### src/rtl/rxs_pkg.sv
package rxs_pkg;

  typedef enum logic [2:0] {
    ST_STOP  = 3'd0,
    ST_FETCH = 3'd1,
    ST_RUN   = 3'd2,
    ST_XFER  = 3'd3,
    ST_SUSP  = 3'd4,
    ST_DROP  = 3'd5,
    ST_RECHK = 3'd6
  } rxs_state_e;

  typedef enum logic {
    WHY_PLAIN = 1'b0,
    WHY_FRAME = 1'b1
  } fetch_why_e;

  localparam logic [1:0] CODE_STOP  = 2'd0;
  localparam logic [1:0] CODE_FETCH = 2'd1;
  localparam logic [1:0] CODE_RUN   = 2'd2;
  localparam logic [1:0] CODE_SUSP  = 2'd3;

  function automatic logic [1:0] state_code(rxs_state_e s);
    case (s)
      ST_STOP:                    return CODE_STOP;
      ST_FETCH:                   return CODE_FETCH;
      ST_RUN, ST_XFER:            return CODE_RUN;
      ST_SUSP, ST_DROP, ST_RECHK: return CODE_SUSP;
      default:                    return CODE_STOP;
    endcase
  endfunction

endpackage

### src/rtl/rxs_fsm.sv
module rxs_fsm
  import rxs_pkg::*;
#(
  parameter int DESC_W  = 32,
  parameter int OWN_BIT = 31
) (
  input  logic              clk,
  input  logic              rst,
  input  logic              start_i,
  input  logic              stop_i,
  input  logic              poll_i,
  input  logic              flush_dis_i,
  input  logic              frm_arrive_i,
  input  logic              frm_avail_i,
  input  logic              frm_done_i,
  input  logic              drop_ack_i,
  input  logic              desc_vld_i,
  input  logic [DESC_W-1:0] desc_word_i,
  output logic              desc_req_o,
  output logic              rx_busy_o,
  output logic              drop_req_o,
  output logic              rbu_set_o,
  output logic              miss_inc_o,
  output logic [DESC_W-1:0] desc_cur_o,
  output logic [1:0]        state_o
);

  rxs_state_e st_q, st_d;
  fetch_why_e why_q, why_d;
  logic       desc_own;

  assign desc_own = desc_word_i[OWN_BIT];

  always_comb begin
    st_d       = st_q;
    why_d      = why_q;
    rbu_set_o  = 1'b0;
    miss_inc_o = 1'b0;
    unique case (st_q)
      ST_STOP: begin
        if (start_i) begin
          st_d  = ST_FETCH;
          why_d = WHY_PLAIN;
        end
      end
      ST_FETCH: begin
        if (desc_vld_i) begin
          if (desc_own) begin
            st_d = ST_RUN;
          end else begin
            rbu_set_o = 1'b1;
            st_d = (why_q == WHY_FRAME && !flush_dis_i) ? ST_DROP : ST_SUSP;
          end
        end
      end
      ST_RUN: begin
        if (stop_i)           st_d = ST_STOP;
        else if (frm_avail_i) st_d = ST_XFER;
      end
      ST_XFER: begin
        if (frm_done_i) begin
          st_d  = ST_FETCH;
          why_d = WHY_PLAIN;
        end
      end
      ST_SUSP: begin
        if (stop_i) begin
          st_d = ST_STOP;
        end else if (frm_arrive_i) begin
          st_d  = ST_FETCH;
          why_d = WHY_FRAME;
        end else if (poll_i) begin
          st_d  = ST_FETCH;
          why_d = WHY_PLAIN;
        end
      end
      ST_DROP: begin
        if (drop_ack_i) begin
          miss_inc_o = 1'b1;
          st_d       = ST_RECHK;
        end
      end
      ST_RECHK: begin
        if (frm_avail_i) begin
          st_d  = ST_FETCH;
          why_d = WHY_FRAME;
        end else begin
          st_d = ST_SUSP;
        end
      end
      default: st_d = ST_STOP;
    endcase
  end

  always_ff @(posedge clk) begin
    if (rst) begin
      st_q       <= ST_STOP;
      why_q      <= WHY_PLAIN;
      desc_req_o <= 1'b0;
      rx_busy_o  <= 1'b0;
      drop_req_o <= 1'b0;
      state_o    <= CODE_STOP;
    end else begin
      st_q       <= st_d;
      why_q      <= why_d;
      desc_req_o <= (st_d == ST_FETCH);
      rx_busy_o  <= (st_d == ST_XFER);
      drop_req_o <= (st_d == ST_DROP);
      state_o    <= state_code(st_d);
    end
  end

  always_ff @(posedge clk) begin
    if (rst)                              desc_cur_o <= '0;
    else if (st_q == ST_FETCH && desc_vld_i) desc_cur_o <= desc_word_i;
  end

endmodule

### src/rtl/rxs_miss_cnt.sv
module rxs_miss_cnt #(
  parameter int CNT_W = 16
) (
  input  logic             clk,
  input  logic             rst,
  input  logic             inc_i,
  input  logic             rd_i,
  output logic [CNT_W-1:0] cnt_o
);

  localparam logic [CNT_W-1:0] CNT_MAX = {CNT_W{1'b1}};
  localparam logic [CNT_W-1:0] CNT_ONE = CNT_W'(1);

  always_ff @(posedge clk) begin
    if (rst) begin
      cnt_o <= '0;
    end else if (rd_i) begin
      cnt_o <= inc_i ? CNT_ONE : '0;
    end else if (inc_i && cnt_o != CNT_MAX) begin
      cnt_o <= cnt_o + CNT_ONE;
    end
  end

endmodule

### src/rtl/rxs_flag.sv
module rxs_flag (
  input  logic clk,
  input  logic rst,
  input  logic set_i,
  input  logic clr_i,
  output logic flag_o
);

  always_ff @(posedge clk) begin
    if (rst)        flag_o <= 1'b0;
    else if (set_i) flag_o <= 1'b1;
    else if (clr_i) flag_o <= 1'b0;
  end

endmodule

### src/rtl/rxdma_susp_ctrl.sv
module rxdma_susp_ctrl #(
  parameter int CNT_W   = 16,
  parameter int DESC_W  = 32,
  parameter int OWN_BIT = 31
) (
  input  logic              clk,
  input  logic              rst,
  input  logic              start_i,
  input  logic              stop_i,
  input  logic              poll_i,
  input  logic              flush_dis_i,
  input  logic              frm_arrive_i,
  input  logic              frm_avail_i,
  input  logic              frm_done_i,
  input  logic              drop_ack_i,
  input  logic              desc_vld_i,
  input  logic [DESC_W-1:0] desc_word_i,
  input  logic              miss_rd_i,
  input  logic              rbu_clr_i,
  output logic              desc_req_o,
  output logic              rx_busy_o,
  output logic              drop_req_o,
  output logic              rbu_o,
  output logic [CNT_W-1:0]  miss_cnt_o,
  output logic [DESC_W-1:0] desc_cur_o,
  output logic [1:0]        state_o
);

  logic rbu_set;
  logic miss_inc;

  rxs_fsm #(.DESC_W(DESC_W), .OWN_BIT(OWN_BIT)) u_fsm (
    .clk          (clk),
    .rst          (rst),
    .start_i      (start_i),
    .stop_i       (stop_i),
    .poll_i       (poll_i),
    .flush_dis_i  (flush_dis_i),
    .frm_arrive_i (frm_arrive_i),
    .frm_avail_i  (frm_avail_i),
    .frm_done_i   (frm_done_i),
    .drop_ack_i   (drop_ack_i),
    .desc_vld_i   (desc_vld_i),
    .desc_word_i  (desc_word_i),
    .desc_req_o   (desc_req_o),
    .rx_busy_o    (rx_busy_o),
    .drop_req_o   (drop_req_o),
    .rbu_set_o    (rbu_set),
    .miss_inc_o   (miss_inc),
    .desc_cur_o   (desc_cur_o),
    .state_o      (state_o)
  );

  rxs_miss_cnt #(.CNT_W(CNT_W)) u_miss (
    .clk   (clk),
    .rst   (rst),
    .inc_i (miss_inc),
    .rd_i  (miss_rd_i),
    .cnt_o (miss_cnt_o)
  );

  rxs_flag u_rbu (
    .clk    (clk),
    .rst    (rst),
    .set_i  (rbu_set),
    .clr_i  (rbu_clr_i),
    .flag_o (rbu_o)
  );

endmodule

### config.mk
export PLATFORM = sky130hd
export DESIGN_NAME = rxdma_susp_ctrl
export DESIGN_NICKNAME = d
export VERILOG_FILES = /design/src/rtl/rxs_pkg.sv /design/src/rtl/rxs_fsm.sv /design/src/rtl/rxs_miss_cnt.sv /design/src/rtl/rxs_flag.sv /design/src/rtl/rxdma_susp_ctrl.sv
export SDC_FILE = /design/constraint.sdc
export NUM_CORES = 1
export LEC_CHECK = 0
export BUFFER_PORTS_ARGS = -buffer_cell sky130_fd_sc_hd__buf_4
export CORE_MARGIN = 2
export CORE_UTILIZATION = 54
export CTS_BUF_LIST = sky130_fd_sc_hd__clkbuf_2 sky130_fd_sc_hd__clkbuf_4 sky130_fd_sc_hd__clkbuf_8
export DETAILED_ROUTE_END_ITERATION = 12
export PLACE_DENSITY_LB_ADDON = 0.08
export SLEW_MARGIN = 25
export SYNTH_ARGS = -nofsm -noshare
export SYNTH_HDL_FRONTEND = slang
export SYNTH_HIERARCHICAL = 1
export SYNTH_SLANG_ARGS = --single-unit
### constraint.sdc
create_clock -name clk -period 3.9 [get_ports clk]
set_input_delay 0.39 -clock clk [delete_from_list [all_inputs] [get_ports clk]]
set_output_delay 0.39 -clock clk [all_outputs]
set_load 0.005 [all_outputs]
==> results.cfg, run 1 <==
[status]
status = finished clean

[critical_path]
r2r_end = u_fsm/desc_req_o$_SDFF_PP0_
rr_startpoint = u_fsm/st_q[0]$_SDFF_PP0_
crit_start = u_fsm/st_q[0]$_SDFF_PP0_
path_max_fanout = 19
critical_path.endpoint_type = flop
reg2regPathDepth = 5
reg2reg_slack_ns = 1.52
slowest_delay_ns = 0.77
cp_slowest_cell = nand4bb_1
worst_setup_path_start_kind = flop
path_cells = nand4bb_1 > buf_4 > a2bb2oi_1 > a31oi_1 > nor3_2
critPathCapture = u_fsm/desc_req_o$_SDFF_PP0_
crit_arrival_ns = 2.59
critical_path_class = flop to flop
cp_data_required_time_ns = 4.11

[timing]
fin_crit_ns = 2.383
finalMaxSlewViolations = 0
skew_ns = 0.007981
fmax_mhz = 419.7
fin_setup_tns_ns = 0
hold_viol = 0
rsz0062_at_grt = false
setup_viol = 0
worstMarginPinSlew_ns = 0.8561
relSlewSlack = 0.4260
fin_crit_sh = 0.6110

[power_and_ir_drop]
combPwrFrac = 0.097
p_switching_uw = 311.3
peakVddDrop_v = 0.0003064
internal-power_mw = 1.085
p_leak_nw = 1.436
power_frac_clock = 0.456
power_switching_share = 0.2229
power_density_nw_per_um2 = 394.0
seqPwrFrac = 0.447
finalPower_mw = 1.396

[job]
drv_cap = 0

[drt]
ant_nets = 0
wirelength_mm = 6.417
wl_per_cell_um = 14.07
vias_per_cell = 5.561
dr.pass1.iters = 5
route.vias.total = 2536
drc = 0
drt_iter0_drc = 121

[floorplan]
design.portCount = 99
row_count = 25
start_util = 0.5533
die_width_um = 73.11
die_h_um = 73.11
core_area_um2 = 4661
dieArea_um2 = 5344

[logic_synthesis]
syn_nets = 350
ys_seq_area_frac = 0.4503
async_reset_ff_frac = 0
synth_edf_count = 0
synth_cells = 304
synth_top_cell_area_share = 0.4503
synth_cell_type_count = 55
synth_area_leaders = dfxtp_1, nand2_1, a21oi_1
synth_ff_type = dfxtp_1
ys_seq_elements = 58
yosysTopAreaCell = dfxtp_1
ys_warn_count = 6
avgSynthCellArea_um2 = 8.483
syn_area_um2 = 2579

[clock_network]
clk_pin_slew_ns = 0.07
cts_setup_buffers = 0
numCtsBuffers = 9
cts.sinks = 58
holdBufCountCts = 0
cts_tree = done
cts-root-buf = clkbuf_8
cts_buffer_depth = 2
worstSkewPairLatency_ns = 0.33
cts.repair.resized = 0
htree_levels = 3

[placement]
placed_cells = 440
placed_cell_area_um2 = 3304
portBuffers = 98
dp_hpwl_mm = 4.467
place.gp.congestion = 0.9277

[final_layout]
design_area_um2 = 3543
fill_cells = 372
final_cell_mix = buf_4, nand2_1, dfxtp_1
multi_input_area_um2 = 1286
antenna_cells = 0
post-route-util = 0.7603
syn2layout_area_growth_pct = 37.41
instances_no_fill = 456
regArea_um2 = 1161
design.final.nets = 443
layout_commonest_cell = buf_4
drive_gt1_frac = 0.3308

[hold_path]
hold_class = primary input to flop

[grt]
grt.met2_usage = 0.3904
grt_max_degree = 47
grt_pass1_wl_mm = 10.17
met3_usage = 0.06492
grt_pass1_vias = 2347
grt_overflow = 0
antenna_found_initial = 0
met1_usage = 0.3009
top_usage_layer = met2
grt_use_total = 0.2452
-- metal layers --
metal | wire length, um | part of all wire
met1 | 2662 | 0.41
met2 | 3171 | 0.49
met3 | 461 | 0.072
met5 | 0 | 0
met4 | 122 | 0.019
-- per-stage QoR --
stage                     hold WS (ns)  worst slack [ns]
after CTS                       0.2906             1.506
final                           0.3017             1.517
after detailed placement        0.4469             1.510
after global placement          0.4417             1.590
after floorplan                 0.4524             1.796
after global routing            0.2961             1.379
-- power groups by stage --
stage,combinational (mW),clock (mW),sequential [mW]
finish,0.136,0.637,0.624
global route,0.148,0.679,0.625
CTS,0.137,0.649,0.623
detailed placement,0.136,0,0.636
global placement,0.133,0,0.636
floorplan,0.0657,0,0.634
-- how the worst min path moves through the flow --
stage	from	endpoint	slack [ns]	cells past startpoint
after floorplan	rst	u_rbu/flag_o$_SDFFE_PP0P_	0.45	1
after global placement	u_fsm/desc_cur_o[12]$_SDFFE_PP0P_	u_fsm/desc_cur_o[12]$_SDFFE_PP0P_	0.44	2
after detailed placement	u_fsm/desc_cur_o[8]$_SDFFE_PP0P_	u_fsm/desc_cur_o[8]$_SDFFE_PP0P_	0.45	2
after CTS	desc_word_i[5]	u_fsm/desc_cur_o[5]$_SDFFE_PP0P_	0.29	3
after global routing	desc_word_i[29]	u_fsm/desc_cur_o[29]$_SDFFE_PP0P_	0.30	3
final	desc_word_i[29]	u_fsm/desc_cur_o[29]$_SDFFE_PP0P_	0.30	3
-- worst max-delay path, delay by kind of cell, from the launching register on --
family / cells / cell delay [ns]
flops: 1 / 0.60
buf+inv: 1 / 0.48
compound gates: 2 / 0.35
simple gates: 2 / 0.82
-- sequential cells by signal, indices dropped and copies added, names as in the netlist --
| register | flops |
|---|---|
| u_fsm/state_o | 2 |
| u_fsm/why_q | 1 |
| u_fsm/desc_cur_o | 32 |
| u_miss/cnt_o | 16 |
| u_fsm/st_q | 3 |
| u_fsm/rx_busy_o | 1 |
| u_fsm/drop_req_o | 1 |
| u_rbu/flag_o | 1 |
| u_fsm/desc_req_o | 1 |
-- area by class of cell --
| class | instances | share of cell area |
|---|---|---|
| Clock buffer | 12 | 0.04484 |
| Clock inverter | 4 | 0.02083 |
| Inverter | 10 | 0.01059 |
| Multi-Input combinational cell | 217 | 0.3630 |
| Sequential cell | 58 | 0.3277 |
| Tap cell | 54 | 0.01907 |
| Timing Repair Buffer | 101 | 0.2140 |
-- Yosys cell counts, drive strengths merged (4+ instances only) --
cell	count
nand2	71
dfxtp	58
a21oi	45
buf	12
inv	10
nor2	10
nand3	9
o21ai	8
or4	7
clkbuf	6
o31ai	6
nor3	5
nand4	4
nor3b	4
or3	4
-- kinds of logic after synthesis --
| group | share of synthesized area |
|---|---|
| AO/OA/AOI/OAI | 0.2043 |
| AND/OR/NAND/NOR | 0.2756 |
| flip-flops | 0.4503 |
| adder cells (fa/ha/maj) | 0.004851 |
| multiplexers | 0.01165 |
| buffers and inverters | 0.05337 |
Note: power is estimated with default switching activity, not from simulation.
==> inputs of run 2 (changes only) <==
Settings changed: CORE_UTILIZATION 54 to 45.
Clock period 3.9 ns to 2 ns, I/O delays scaled along.
==> run 2 against run 1 <==
  * Highest routed layer unchanged
  * Setup slack worse by 1.4 ns
  * Largest cell class unchanged
  * Flip-flop and latch count stayed put
  * Non-clock buffer count is 8 higher
==> results.cfg, run 2 (synthesized netlist as in run 1, its figures left out) <==
[status]
status = finished clean

[timing]
relSlewSlack = 0.6232
fin_setup_tns_ns = 0
finalMaxSlewViolations = 0
hold_viol = 0
setup_viol = 0
fin_crit_sh = 0.9436
worstMarginPinSlew_ns = 0.5609
setup_slack_ns = 0.1128
fmax_mhz = 529.9
fin_crit_ns = 1.887
skew_ns = 0.005444

[final_layout]
layout_commonest_cell = buf_4
syn2layout_area_growth_pct = 39.74
design.final.nets = 451
reg_top3 = u_fsm/desc_cur_o x32, u_miss/cnt_o x16, u_fsm/st_q x3
largest_reg_flops = 32
antenna_cells = 0
final_cell_mix = buf_4, nand2_1, dfxtp_1
regMostFlops = u_fsm/desc_cur_o
drive_gt1_frac = 0.3512
post-route-util = 0.6544

[drt]
route.vias.total = 2599
vias_per_cell = 5.392
drc = 0
ant_nets = 0
wirelength_mm = 6.594
dr.pass1.iters = 5
drt_iter0_drc = 108
wl_per_cell_um = 13.68

[clock_network]
numCtsBuffers = 9
cts_tree = done
clk_pin_slew_ns = 0.07
cts_buffer_depth = 2
htree_levels = 3
holdBufCountCts = 0
worstSkewPairLatency_ns = 0.33
cts.sinks = 58
cts-root-buf = clkbuf_8

[critical_path]
worst_setup_path_start_kind = flop
reg2regPathDepth = 5
cp_data_required_time_ns = 2.26
reg2reg_slack_ns = 0.11
critical_path_class = flop to flop
path_max_fanout = 8
crit_arrival_ns = 2.15
critical_path.endpoint_type = flop

[grt]
grt_use_total = 0.2116
antenna_found_initial = 0
grt_pass1_vias = 2378
grt_max_degree = 47
met3_usage = 0.07466
grt.met2_usage = 0.3303
top_usage_layer = met2
met1_usage = 0.2560
grt_overflow = 0
grt_pass1_wl_mm = 10.50

[job]
drv_cap = 0

[placement]
place.gp.congestion = 0.9046
dp_hpwl_mm = 4.542
portBuffers = 98
dp_slack_ns = 0.1321

[floorplan]
start_util = 0.4683
die_width_um = 79.70
row_count = 27
core_area_um2 = 5507
die_h_um = 79.70
design.portCount = 99
dieArea_um2 = 6352

[power_and_ir_drop]
peakVddDrop_v = 0.0005406
finalPower_mw = 2.568
power_density_nw_per_um2 = 712.6
p_leak_nw = 1.468

[hold_path]
hold_class = primary input to flop
whs_path_depth = 3
-- run 2: per-stage QoR --
stage	area (um2)	instances	hold slack [ns]
after floorplan	2594	304	0.2624
after global placement	3391	465	0.4419
after detailed placement	3391	465	0.4466
after CTS	3590	481	0.09610
after global routing	3603	482	0.1024
final	3603	482	0.1107
-- run 2: critical path, stage by stage, from the launching register on --
cell     delay [ns]
dfxtp_1        0.31
and4b_2        0.32
nand3_2        0.13
or3_1          0.49
or4_1          0.43
a21oi_1        0.15
-- run 2: routing by layer --
metal | wire length, um | part of all wire
met1 | 2835 | 0.43
met2 | 3040 | 0.46
met3 | 591 | 0.090
met4 | 127 | 0.019
met5 | 0 | 0
-- run 2: area by class of cell --
cell class | instances | area, um2
fillers | 493 | 1903
multi-input cells | 217 | 1294
flip-flops and latches | 58 | 1165
repair buffers | 109 | 818.3
clock buffers | 11 | 145.1
well taps | 72 | 90.09
clock inverters | 5 | 53.80
inverters | 10 | 37.54
-- run 2: timing repair --
action | 4_1_cts | 5_1_grt
gates resized for setup | 0 | 2
hold endpoints to repair | 0 | 0
buffers inserted | 0 | 1
setup endpoints to repair | 0 | 2
-- run 2: worst paths after layout --
| path | to | start |
|---|---|---|
| worst min-delay path | u_fsm/desc_cur_o[30]$_SDFFE_PP0P_ | desc_word_i[30] |
| worst max register to register | u_miss/cnt_o[15]$_SDFFE_PP0P_ | u_fsm/st_q[1]$_SDFF_PP0_ |
| worst max-delay path | u_miss/cnt_o[15]$_SDFFE_PP0P_ | u_fsm/st_q[1]$_SDFF_PP0_ |
| worst min register to register | u_fsm/desc_cur_o[10]$_SDFFE_PP0P_ | u_fsm/desc_cur_o[10]$_SDFFE_PP0P_ |
-- run 2: report_power, final --
part           total, mW  switching (mW)  leakage (nW)  internal [mW]
sequential          1.21          0.0158         0.470           1.19
clock               1.08           0.464         0.106          0.619
combinational      0.280           0.132         0.891          0.147
==> inputs of run 3 (changes only) <==
Settings changed: ABC_AREA from default to 1, CORE_UTILIZATION 45 to 46.
==> run 3 against run 2 <==
  * First-iteration DRC count grew 32%
  * Final cell count grew 21%
  * Area after synthesis grew 7.4%
  * Critical path depth grew 4
  * Cell area grew 5.5%
  * Utilization shrank 0.86 points
  * Combinational power grew 28%
  * Via count grew 11%
  * Die area grew 4.8%
  * Worst hold slack lost 0.023 ns
  * Critical endpoint is now u_miss/cnt_o[14]$_SDFFE_PP0P_
  * Largest cell class unchanged
  * Highest routed layer unchanged
==> results.cfg, run 3 <==
[status]
status = finished clean

[clock_network]
cts.sinks = 58
cts-root-buf = clkbuf_8
cts_buffer_depth = 2
holdBufCountCts = 0
cts_setup_buffers = 0
clk_pin_slew_ns = 0.07
numCtsBuffers = 9
cts_tree = done
cts.repair.resized = 0
htree_levels = 3
worstSkewPairLatency_ns = 0.33

[final_layout]
syn2layout_area_growth_pct = 37.28
design.final.nets = 549
reg_top3 = u_fsm/desc_cur_o x32, u_miss/cnt_o x16, u_fsm/st_q x3
antenna_cells = 0
drive_gt1_frac = 0.2972
final_cell_mix = nor2_1, buf_4, nand2_1
fill_cells = 528
layout_commonest_cell = nor2_1
instances_no_fill = 583
largest_reg_flops = 32
regMostFlops = u_fsm/desc_cur_o

[critical_path]
slowest_delay_ns = 0.42
cp_num_buf_inv = 1
critical_path_class = flop to flop
cp_data_required_time_ns = 2.28
path_max_fanout = 10
cp_slowest_cell = dfxtp_1
critical_path.endpoint_type = flop
path_delay_family = simple AND/OR/NAND/NOR gates
path_cells = ha_1 > nand2_2 > nor2_4 > nand2_4 > o21ai_4 > nand2_4 > nand2_1 > inv_1 > nor2_2
critPathMostFrequentCell = nand2_4
worst_setup_path_start_kind = flop
crit_arrival_ns = 2.08

[grt]
grt_use_total = 0.2281
top_usage_layer = met2
grt_pass1_vias = 2621
grt.met2_usage = 0.3639
met3_usage = 0.08901
grt_overflow = 0
antenna_found_initial = 0
met1_usage = 0.2760
grt_pass1_wl_mm = 11.69
grt_max_degree = 33

[logic_synthesis]
syn_nets = 447
async_reset_ff_frac = 0
synth_cells = 401
yosysTopAreaCell = dfxtp_1
synth_top_cell_area_share = 0.4193
ys_seq_area_frac = 0.4193
synth_cell_type_count = 31
synth_area_leaders = dfxtp_1, nor2_1, nand2_1
synth_common_cells = nor2_1, nand2_1, dfxtp_1
yosysMostFrequentCell = nor2_1
synth_edf_count = 0
ys_seq_elements = 58
synth_ff_type = dfxtp_1
avgSynthCellArea_um2 = 6.905
ys_warn_count = 6
syn_area_um2 = 2769

[timing]
fin_crit_ns = 1.802
finalMaxSlewViolations = 0
worstMarginPinSlew_ns = 0.6765
hold_viol = 0
fmax_mhz = 555.0
setup_viol = 0
fin_setup_tns_ns = 0
relSlewSlack = 0.5473
skew_ns = 0.01004
fin_crit_sh = 0.9010
rsz0062_at_grt = false

[drt]
wl_per_cell_um = 12.27
wirelength_mm = 7.154
dr.pass1.iters = 4
route.vias.total = 2889
drc = 0
ant_nets = 0
drt_iter0_drc = 143
vias_per_cell = 4.955

[power_and_ir_drop]
seqPwrFrac = 0.443
p_leak_nw = 1.847
peakVddDrop_v = 0.0005238
p_switching_uw = 684.6
power_switching_share = 0.2424
combPwrFrac = 0.127
power_frac_clock = 0.430
internal-power_mw = 2.140
finalPower_mw = 2.825
power_density_nw_per_um2 = 743.1

[placement]
dp_hpwl_mm = 5.169
portBuffers = 98
place.gp.congestion = 0.9096
placed_cells = 567

[floorplan]
dieArea_um2 = 6656
row_count = 28
core_area_um2 = 5886
start_util = 0.4705
die_width_um = 81.59
die_h_um = 81.59
design.portCount = 99

[job]
drv_cap = 0

[hold_path]
hold_class = primary input to flop
==> run 3: final timing paths <==
check,cells after the start,from,slack (ns),to
max,9,u_miss/cnt_o[0]$_SDFFE_PP0P_,0.20,u_miss/cnt_o[14]$_SDFFE_PP0P_
min,3,desc_word_i[12],0.09,u_fsm/desc_cur_o[12]$_SDFFE_PP0P_
max reg2reg,9,u_miss/cnt_o[0]$_SDFFE_PP0P_,0.20,u_miss/cnt_o[14]$_SDFFE_PP0P_
min reg2reg,2,u_rbu/flag_o$_SDFFE_PP0P_,0.48,u_rbu/flag_o$_SDFFE_PP0P_
==> run 3: worst register-to-register path: cells and delay by family (launching register included) <==
family          cells  cell delay, ns
simple gates        6            0.68
fa+ha+maj           1            0.25
buf+inv             1            0.07
compound gates      1            0.33
flops               1            0.42
==> run 3: cells by family (layout without fill, tap and decap cells) <==
family | count (synthesis) | after routing | share of synthesized area
xor+xnor | 4 | 4 | 0.01265
flops | 58 | 58 | 0.4193
buf+inv | 52 | 159 | 0.07727
simple gates | 229 | 229 | 0.3723
fa+ha+maj | 1 | 1 | 0.004518
compound gates | 57 | 57 | 0.1139
==> run 3: metrics by stage <==
step                      hold slack, ns    util  cell area [um2]  worst slack (ns)
after floorplan                   0.2624       -             2769            0.4637
after global routing             0.07704  0.6458             3801           0.04052
after global placement            0.4203  0.6080             3578            0.3466
after detailed placement          0.4284  0.6080             3578            0.2658
final                            0.08738  0.6458             3801            0.1981
after CTS                        0.07409  0.6458             3801            0.2075
==> run 3: layer usage <==
layer / vias up / wire length [um]
li1: 1481 / -
met1: 1303 / 3107
met2: 94 / 3290
met3: 11 / 641
met4: 0 / 114
met5: - / 0
==> run 3: area by class of cell <==
| cell class | instances | area (um2) | area share |
|---|---|---|---|
| multi-input combinational | 291 | 1394 | 0.3667 |
| sequential | 58 | 1161 | 0.3055 |
| timing repair buffer | 104 | 780.7 | 0.2054 |
| inverter | 39 | 148.9 | 0.03917 |
| clock buffer | 11 | 145.1 | 0.03818 |
| tap | 75 | 93.84 | 0.02469 |
| clock inverter | 5 | 77.57 | 0.02041 |
==> run 3: power by group through the flow <==
stage | combinational (mW) | clock (mW) | sequential [mW]
after global placement | 0.357 | 0 | 1.27
after CTS | 0.362 | 1.23 | 1.25
after floorplan | 0.165 | 0 | 1.28
after global routing | 0.403 | 1.28 | 1.26
final | 0.359 | 1.21 | 1.25
after detailed placement | 0.361 | 0 | 1.27
